==> config.mk <==
export PLATFORM = sky130hd
export DESIGN_NAME = mcore_top
export DESIGN_NICKNAME = d
export VERILOG_FILES = /design/src/rtl/mcore_pkg.sv /design/src/rtl/mcore_decode.sv /design/src/rtl/mcore_fetch.sv /design/src/rtl/mcore_regs.sv /design/src/rtl/mcore_exec.sv /design/src/rtl/mcore_top.sv
export SDC_FILE = /design/constraint.sdc
export NUM_CORES = 1
export LEC_CHECK = 0
export ABC_CLOCK_PERIOD_IN_PS = 11200
export BUFFER_PORTS_ARGS = -buffer_cell sky130_fd_sc_hd__buf_4
export CORE_MARGIN = 2
export CORE_UTILIZATION = 50
export CTS_CLUSTER_SIZE = 20
export DETAILED_ROUTE_END_ITERATION = 8
export PLACE_DENSITY = 0.67
export SYNTH_ARGS = -nofsm -noshare
export SYNTH_HDL_FRONTEND = slang
export SYNTH_SLANG_ARGS = --single-unit
==> constraint.sdc <==
create_clock -name clk -period 11.2 [get_ports clk]
set_input_delay 2.24 -clock clk [delete_from_list [all_inputs] [get_ports clk]]
set_output_delay 2.24 -clock clk [all_outputs]
set_load 0.01 [all_outputs]
==> src/rtl/mcore_pkg.sv <==
package mcore_pkg;

  localparam int DW = 8;    // datapath width
  localparam int SW = 4;    // register index width
  localparam int IW = 16;   // instruction word width

  typedef enum logic [1:0] {
    CND_ALWAYS = 2'd0,
    CND_ZERO   = 2'd1,
    CND_NEG    = 2'd2,
    CND_CARRY  = 2'd3
  } cond_e;

  typedef enum logic {
    PH_FETCH = 1'b0,
    PH_EXEC  = 1'b1
  } phase_e;

  typedef struct packed {
    logic z;
    logic n;
    logic c;
  } flags_t;

  typedef struct packed {
    logic          imm_fmt;
    logic          cnd_inv;
    cond_e         cnd_sel;
    logic          use_a;
    logic          carry_sel;
    logic          carry_one;
    logic          inv_b;
    logic [SW-1:0] b_idx;
    logic [DW-1:0] imm;
    logic [SW-1:0] dst;
  } ctrl_t;

  // condition test against the flags held before the instruction
  function automatic logic cond_holds(input cond_e sel, input logic inv, input flags_t f);
    logic v;
    unique case (sel)
      CND_ALWAYS: v = 1'b1;
      CND_ZERO:   v = f.z;
      CND_NEG:    v = f.n;
      default:    v = f.c;
    endcase
    return v ^ inv;
  endfunction

  // single adder of the core: carry out in the top bit
  function automatic logic [DW:0] add_with_carry(input logic [DW-1:0] a, input logic [DW-1:0] b,
                                                  input logic cin);
    return {1'b0, a} + {1'b0, b} + {{DW{1'b0}}, cin};
  endfunction

  function automatic flags_t flags_of(input logic [DW:0] sum);
    flags_t f;
    f.z = (sum[DW-1:0] == '0);
    f.n = sum[DW-1];
    f.c = sum[DW];
    return f;
  endfunction

endpackage

==> src/rtl/mcore_decode.sv <==
module mcore_decode
  import mcore_pkg::*;
(
  input  logic [IW-1:0] word,
  output ctrl_t         ctl
);

  localparam int BIT_FMT   = IW - 1;
  localparam int BIT_INV   = IW - 2;
  localparam int BIT_CSEL  = IW - 3;
  localparam int BIT_USEA  = 11;
  localparam int BIT_CFLAG = 10;
  localparam int BIT_CONE  = 9;
  localparam int BIT_INVB  = 8;
  localparam int LSB_B     = SW;
  localparam int LSB_IMM   = SW;

  always_comb begin
    ctl.imm_fmt = word[BIT_FMT];
    ctl.cnd_inv = word[BIT_INV];
    ctl.cnd_sel = cond_e'(word[BIT_CSEL -: 2]);
    ctl.dst     = word[SW-1:0];
    ctl.imm     = word[LSB_IMM +: DW];
    if (word[BIT_FMT]) begin
      ctl.use_a     = 1'b0;
      ctl.carry_sel = 1'b0;
      ctl.carry_one = 1'b0;
      ctl.inv_b     = 1'b0;
      ctl.b_idx     = '0;
    end else begin
      ctl.use_a     = word[BIT_USEA];
      ctl.carry_sel = word[BIT_CFLAG];
      ctl.carry_one = word[BIT_CONE];
      ctl.inv_b     = word[BIT_INVB];
      ctl.b_idx     = word[LSB_B +: SW];
    end
  end

endmodule

==> src/rtl/mcore_fetch.sv <==
module mcore_fetch
  import mcore_pkg::*;
#(
  parameter int INSTR_W = IW
) (
  input  logic               clk,
  input  logic               rst,
  input  logic [INSTR_W-1:0] mem_data,
  output logic               exec_now,
  output logic [INSTR_W-1:0] ir
);

  phase_e phase_q;

  always_ff @(posedge clk) begin
    if (rst) begin
      phase_q <= PH_FETCH;
      ir      <= '0;
    end else begin
      phase_q <= (phase_q == PH_FETCH) ? PH_EXEC : PH_FETCH;
      if (phase_q == PH_FETCH) ir <= mem_data;
    end
  end

  assign exec_now = (phase_q == PH_EXEC);

endmodule

==> src/rtl/mcore_regs.sv <==
module mcore_regs #(
  parameter int DATA_W   = 8,
  parameter int NUM_REGS = 16,
  parameter int SEL_W    = $clog2(NUM_REGS)
) (
  input  logic              clk,
  input  logic              rst,
  input  logic              pc_step,
  input  logic              wr_en,
  input  logic [SEL_W-1:0]  wr_idx,
  input  logic [DATA_W-1:0] wr_data,
  input  logic [SEL_W-1:0]  a_idx,
  input  logic [SEL_W-1:0]  b_idx,
  output logic [DATA_W-1:0] a_val,
  output logic [DATA_W-1:0] b_val,
  output logic [DATA_W-1:0] pc_val,
  output logic [DATA_W-1:0] out_val
);

  localparam logic [DATA_W-1:0] ONE = DATA_W'(1);

  logic [DATA_W-1:0] rd [NUM_REGS];

  for (genvar g = 0; g < NUM_REGS; g++) begin : g_reg
    logic [DATA_W-1:0] q;
    logic              hit;
    assign hit = wr_en && (wr_idx == SEL_W'(g));
    if (g == 0) begin : g_pc
      // counter register: advances past the written value or its own
      always_ff @(posedge clk) begin
        if (rst)          q <= '0;
        else if (pc_step) q <= (hit ? wr_data : q) + ONE;
      end
    end else begin : g_gp
      always_ff @(posedge clk) begin
        if (rst)      q <= '0;
        else if (hit) q <= wr_data;
      end
    end
    assign rd[g] = q;
  end

  assign a_val   = rd[a_idx];
  assign b_val   = (b_idx == '0) ? '0 : rd[b_idx];
  assign pc_val  = rd[0];
  assign out_val = rd[NUM_REGS-1];

endmodule

==> src/rtl/mcore_exec.sv <==
module mcore_exec
  import mcore_pkg::*;
#(
  parameter int DATA_W = DW
) (
  input  logic              clk,
  input  logic              rst,
  input  logic              exec_now,
  input  ctrl_t             ctl,
  input  logic [DATA_W-1:0] a_val,
  input  logic [DATA_W-1:0] b_val,
  output logic              wr_en,
  output logic [DATA_W-1:0] wr_data,
  output logic              flags_we,
  output flags_t            flags_q
);

  logic [DATA_W-1:0] a_bus, b_src, b_bus;
  logic              cin;
  logic [DATA_W:0]   sum;

  always_comb begin
    a_bus = ctl.use_a ? a_val : '0;
    b_src = ctl.imm_fmt ? ctl.imm : b_val;
    b_bus = ctl.inv_b ? ~b_src : b_src;
    cin   = ctl.carry_one | (ctl.carry_sel & flags_q.c);
    sum   = add_with_carry(a_bus, b_bus, cin);
  end

  assign wr_data  = sum[DATA_W-1:0];
  assign wr_en    = exec_now && cond_holds(ctl.cnd_sel, ctl.cnd_inv, flags_q);
  assign flags_we = exec_now && ctl.use_a;

  always_ff @(posedge clk) begin
    if (rst)           flags_q <= '0;
    else if (flags_we) flags_q <= flags_of(sum);
  end

endmodule

==> src/rtl/mcore_top.sv <==
module mcore_top
  import mcore_pkg::*;
#(
  parameter int DATA_W   = DW,
  parameter int NUM_REGS = 16,
  parameter int INSTR_W  = IW
) (
  input  logic               clk,
  input  logic               rst,
  output logic [DATA_W-1:0]  mem_addr,
  input  logic [INSTR_W-1:0] mem_data,
  output logic [DATA_W-1:0]  out_port
);

  localparam int SEL_W = $clog2(NUM_REGS);

  logic               exec_now;
  logic [INSTR_W-1:0] ir;
  ctrl_t              ctl;
  logic [DATA_W-1:0]  a_val, b_val, pc_val;
  logic               wr_en, flags_we;
  logic [SEL_W-1:0]   wr_idx;
  logic [DATA_W-1:0]  wr_data;
  flags_t             flags_q;

  mcore_fetch #(.INSTR_W(INSTR_W)) u_fetch (
    .clk(clk), .rst(rst), .mem_data(mem_data), .exec_now(exec_now), .ir(ir)
  );

  mcore_decode u_dec (.word(ir), .ctl(ctl));

  assign wr_idx = ctl.dst;

  mcore_regs #(.DATA_W(DATA_W), .NUM_REGS(NUM_REGS), .SEL_W(SEL_W)) u_regs (
    .clk(clk), .rst(rst), .pc_step(exec_now),
    .wr_en(wr_en), .wr_idx(wr_idx), .wr_data(wr_data),
    .a_idx(ctl.dst), .b_idx(ctl.b_idx),
    .a_val(a_val), .b_val(b_val), .pc_val(pc_val), .out_val(out_port)
  );

  mcore_exec #(.DATA_W(DATA_W)) u_exec (
    .clk(clk), .rst(rst), .exec_now(exec_now), .ctl(ctl),
    .a_val(a_val), .b_val(b_val),
    .wr_en(wr_en), .wr_data(wr_data), .flags_we(flags_we), .flags_q(flags_q)
  );

  assign mem_addr = pc_val;

endmodule

==> impl_metrics.ini <==
[die]
start_util = 0.511
placementRows = 47
die-area_mm2 = 0.0180
core_area_mm2 = 0.0166
io_pins = 34
die_h_um = 134
die_x_um = 134

[worst_setup_path]
r2r-end = u_regs.pc_val[6]
path_cells = buf_4 -> nand2b_1 -> nand2_1 -> a31oi_1 -> o311ai_0 -> mux2i_1 -> nor3_1 -> fa_1 -> inv_1 -> fa_1 -> mux2_2 -> ha_1 -> and3_1 -> nand3_1 -> mux2i_1 -> nor2_1 -> a21oi_1 -> a31oi_1
r2r-start = u_fetch.ir[4]
path_max_fanout = 36
slowest_stage = fa_1
worstSetupStartpointType = register
rr_worst_depth = 18
cp.required_ns = 11.47
worstPathArrival_ns = 5.58
r2r_setup_slack_ns = 5.90
end_kind = register
crit_type = register to register
max_stage_delay_ns = 0.98

[status]
outcome = complete, no violations

[global_route]
gr-total-overflow = 0
grt_max_degree = 79
grt_pass1_wl_mm = 39.1
grtUsageTotal = 0.284
grt_pass1_vias = 6665
antenna_found_initial = 0

[yosys]
yosys_warnings = 0
synth_edf_count = 0
syn-num-nets = 907
yosys.area.top_type = dfxtp_1
syn-mean-instance-area_um2 = 9.65
synth.distinct_cells = 68
synthFlopType = dfxtp_1
syn_area_mm2 = 0.00848
ys_ff_latch = 148
synthArstFlopShare = 0
synth_area_leaders = dfxtp_1 35%, mux2i_1 16%, mux4_2 12%
synth-seq-area-share = 0.349
yosysTopAreaCellShare = 0.349
syn_inst = 879

[clocking]
clk_pin_slew_ns = 0.06
cts_sinks = 148
clk_latency_ns = 0.43
postCtsResizedCells = 0
cts_tree = yes
postCtsSetupBuffers = 0
cts_buffer_depth = 2
cts.htree.levels = 4
cts_buffers = 17
cts-root-buf = clkbuf_16
postCtsHoldBufs = 0

[sta]
max_freq_ghz = 0.189
hold_ws_ns = 0.491
hold_viol = 0
rsz0062_at_grt = false
period_share = 0.474
tightest_slew_ns = 1.13
setup_violations = 0
drv_slew = 0
setup_tns_ns = 0
slew_headroom = 0.238
fin_crit_ns = 5.30
finClkSkew_ns = 0.0104

[finish]
syn2layout_area_growth_pct = 12.2
fin_area_mm2 = 0.00951
fin_util = 0.574
final_cell_mix = 163 x nor2_1, 146 x dfxtp_1, 139 x mux2i_1
layout_commonest_cell = nor2_1
fin_nets = 908
final_cells = 1113
multi_input_area_mm2 = 0.00514
ff_latch_area_mm2 = 0.00297
fillers = 1484
drive_above_1_share = 0.189
antenna_cells = 0

[placed_design]
place.detailed.hpwl_mm = 16.9
place_area_mm2 = 0.00887
dpl.cell_count = 1081
gp_congestion = 0.966
place.port_buffers = 33

[worst_hold_path]
hp-class = register to register
min_path_cells = 2
min_to = u_exec.flags_q[2]
min_from = u_exec.flags_q[2]

[route]
drt_iter0_drc = 807
drc = 0
ant_nets = 0
vias_per_cell = 6.34
dr.pass1.iters = 5
wirelength_mm = 25.1
wl_per_cell_um = 22.6
vias = 7060

[power]
ir_worst_vdd_mv = 0.127
p_leak_uw = 0.00379
power.density_mw_per_mm2 = 147

[flow_run]
max_cap_violations = 0
final cells by class:
cell class                 count  share of cell area
multi-input combinational    643               0.541
clock inverter                11              0.0180
inverter                      10             0.00395
clock buffer                  21              0.0495
tap                          220              0.0289
timing repair buffer          60              0.0473
sequential                   148               0.312
routing by layer:
metal  routed length, µm  up-vias  global-route usage
li1                    -     3222                   -
met1               10900     3451               0.384
met2               11600      325               0.441
met3                1900       62              0.0616
met4                 753        0               0.120
met5                   0        -                   0
through the flow:
stage               setup WS [ns]  power [µW]
finish                       5.90        1400
global placement             6.08         778
detailed placement           6.02         780
CTS                          5.97        1400
global route                 5.61        1440
floorplan                    7.11         708
worst max-delay path: cells and delay by family, from the launching register on:
family          cells  cell delay, ns
flops               1            0.55
fa+ha+maj           3            1.46
simple gates        6            1.24
mux                 3            0.59
compound gates      4            0.76
buf+inv             2            0.52
how the worst max path moves through the flow:
stage                             start           endpoint  slack (ns)  cells after the start
after CTS                 u_fetch.ir[4]   u_regs.pc_val[6]        5.97                     18
final                     u_fetch.ir[4]   u_regs.pc_val[6]        5.90                     18
after floorplan           u_fetch.ir[0]  u_exec.flags_q[2]        7.11                     13
after global routing      u_fetch.ir[4]   u_regs.pc_val[6]        5.61                     18
after detailed placement  u_fetch.ir[4]   u_regs.pc_val[6]        6.02                     18
after global placement    u_fetch.ir[4]   u_regs.pc_val[6]        6.08                     18
kinds of logic after synthesis:
family | Yosys count | synth area share
AOI/OAI and AO/OA | 133 | 0.112
buffers and inverters | 88 | 0.0447
muxes | 200 | 0.304
adders and majority gates | 10 | 0.0165
and+or+nand+nor | 285 | 0.156
xor gates and xnor gates | 15 | 0.0173
DFF | 148 | 0.349
sequential cells by signal (all words and copies together), names as in the netlist:
name and count:
u_regs.out_val 8, u_regs.g.q 112, u_fetch.ir 16, u_fetch.exec_now 1, u_regs.pc_val 8, u_exec.flags_q 3
power breakdown:
group          internal, µW  switching, µW
sequential              536           14.0
clock                   392            231
combinational          80.9            142
total                  1010            387
Yosys cell counts (3+ instances only):
| library cell | n |
|---|---|
| o22ai_1 | 9 |
| xor2_1 | 5 |
| a31oi_1 | 11 |
| ha_1 | 8 |
| or4_1 | 3 |
| clkbuf_1 | 46 |
| xnor2_1 | 9 |
| nor2b_1 | 15 |
| nor2_1 | 163 |
| or3_1 | 8 |
| buf_4 | 6 |
| a2111oi_0 | 3 |
| nand2b_1 | 5 |
| nand3b_1 | 3 |
| mux2_2 | 16 |
| mux2i_1 | 139 |
| a221o_1 | 4 |
| buf_1 | 5 |
| mux4_2 | 44 |
| a21o_1 | 4 |
| nand2_1 | 32 |
| a211oi_1 | 36 |
| dfxtp_1 | 148 |
| and2_1 | 8 |
| nor3_1 | 14 |
| inv_1 | 10 |
| o211ai_1 | 4 |
| o31a_1 | 3 |
| o21ai_0 | 16 |
| buf_2 | 21 |
| nand3_1 | 7 |
| a21oi_1 | 15 |
| and3_1 | 6 |
| nor4_1 | 5 |
| o31ai_1 | 3 |
No activity file was read; power rests on OpenSTA's default activity.
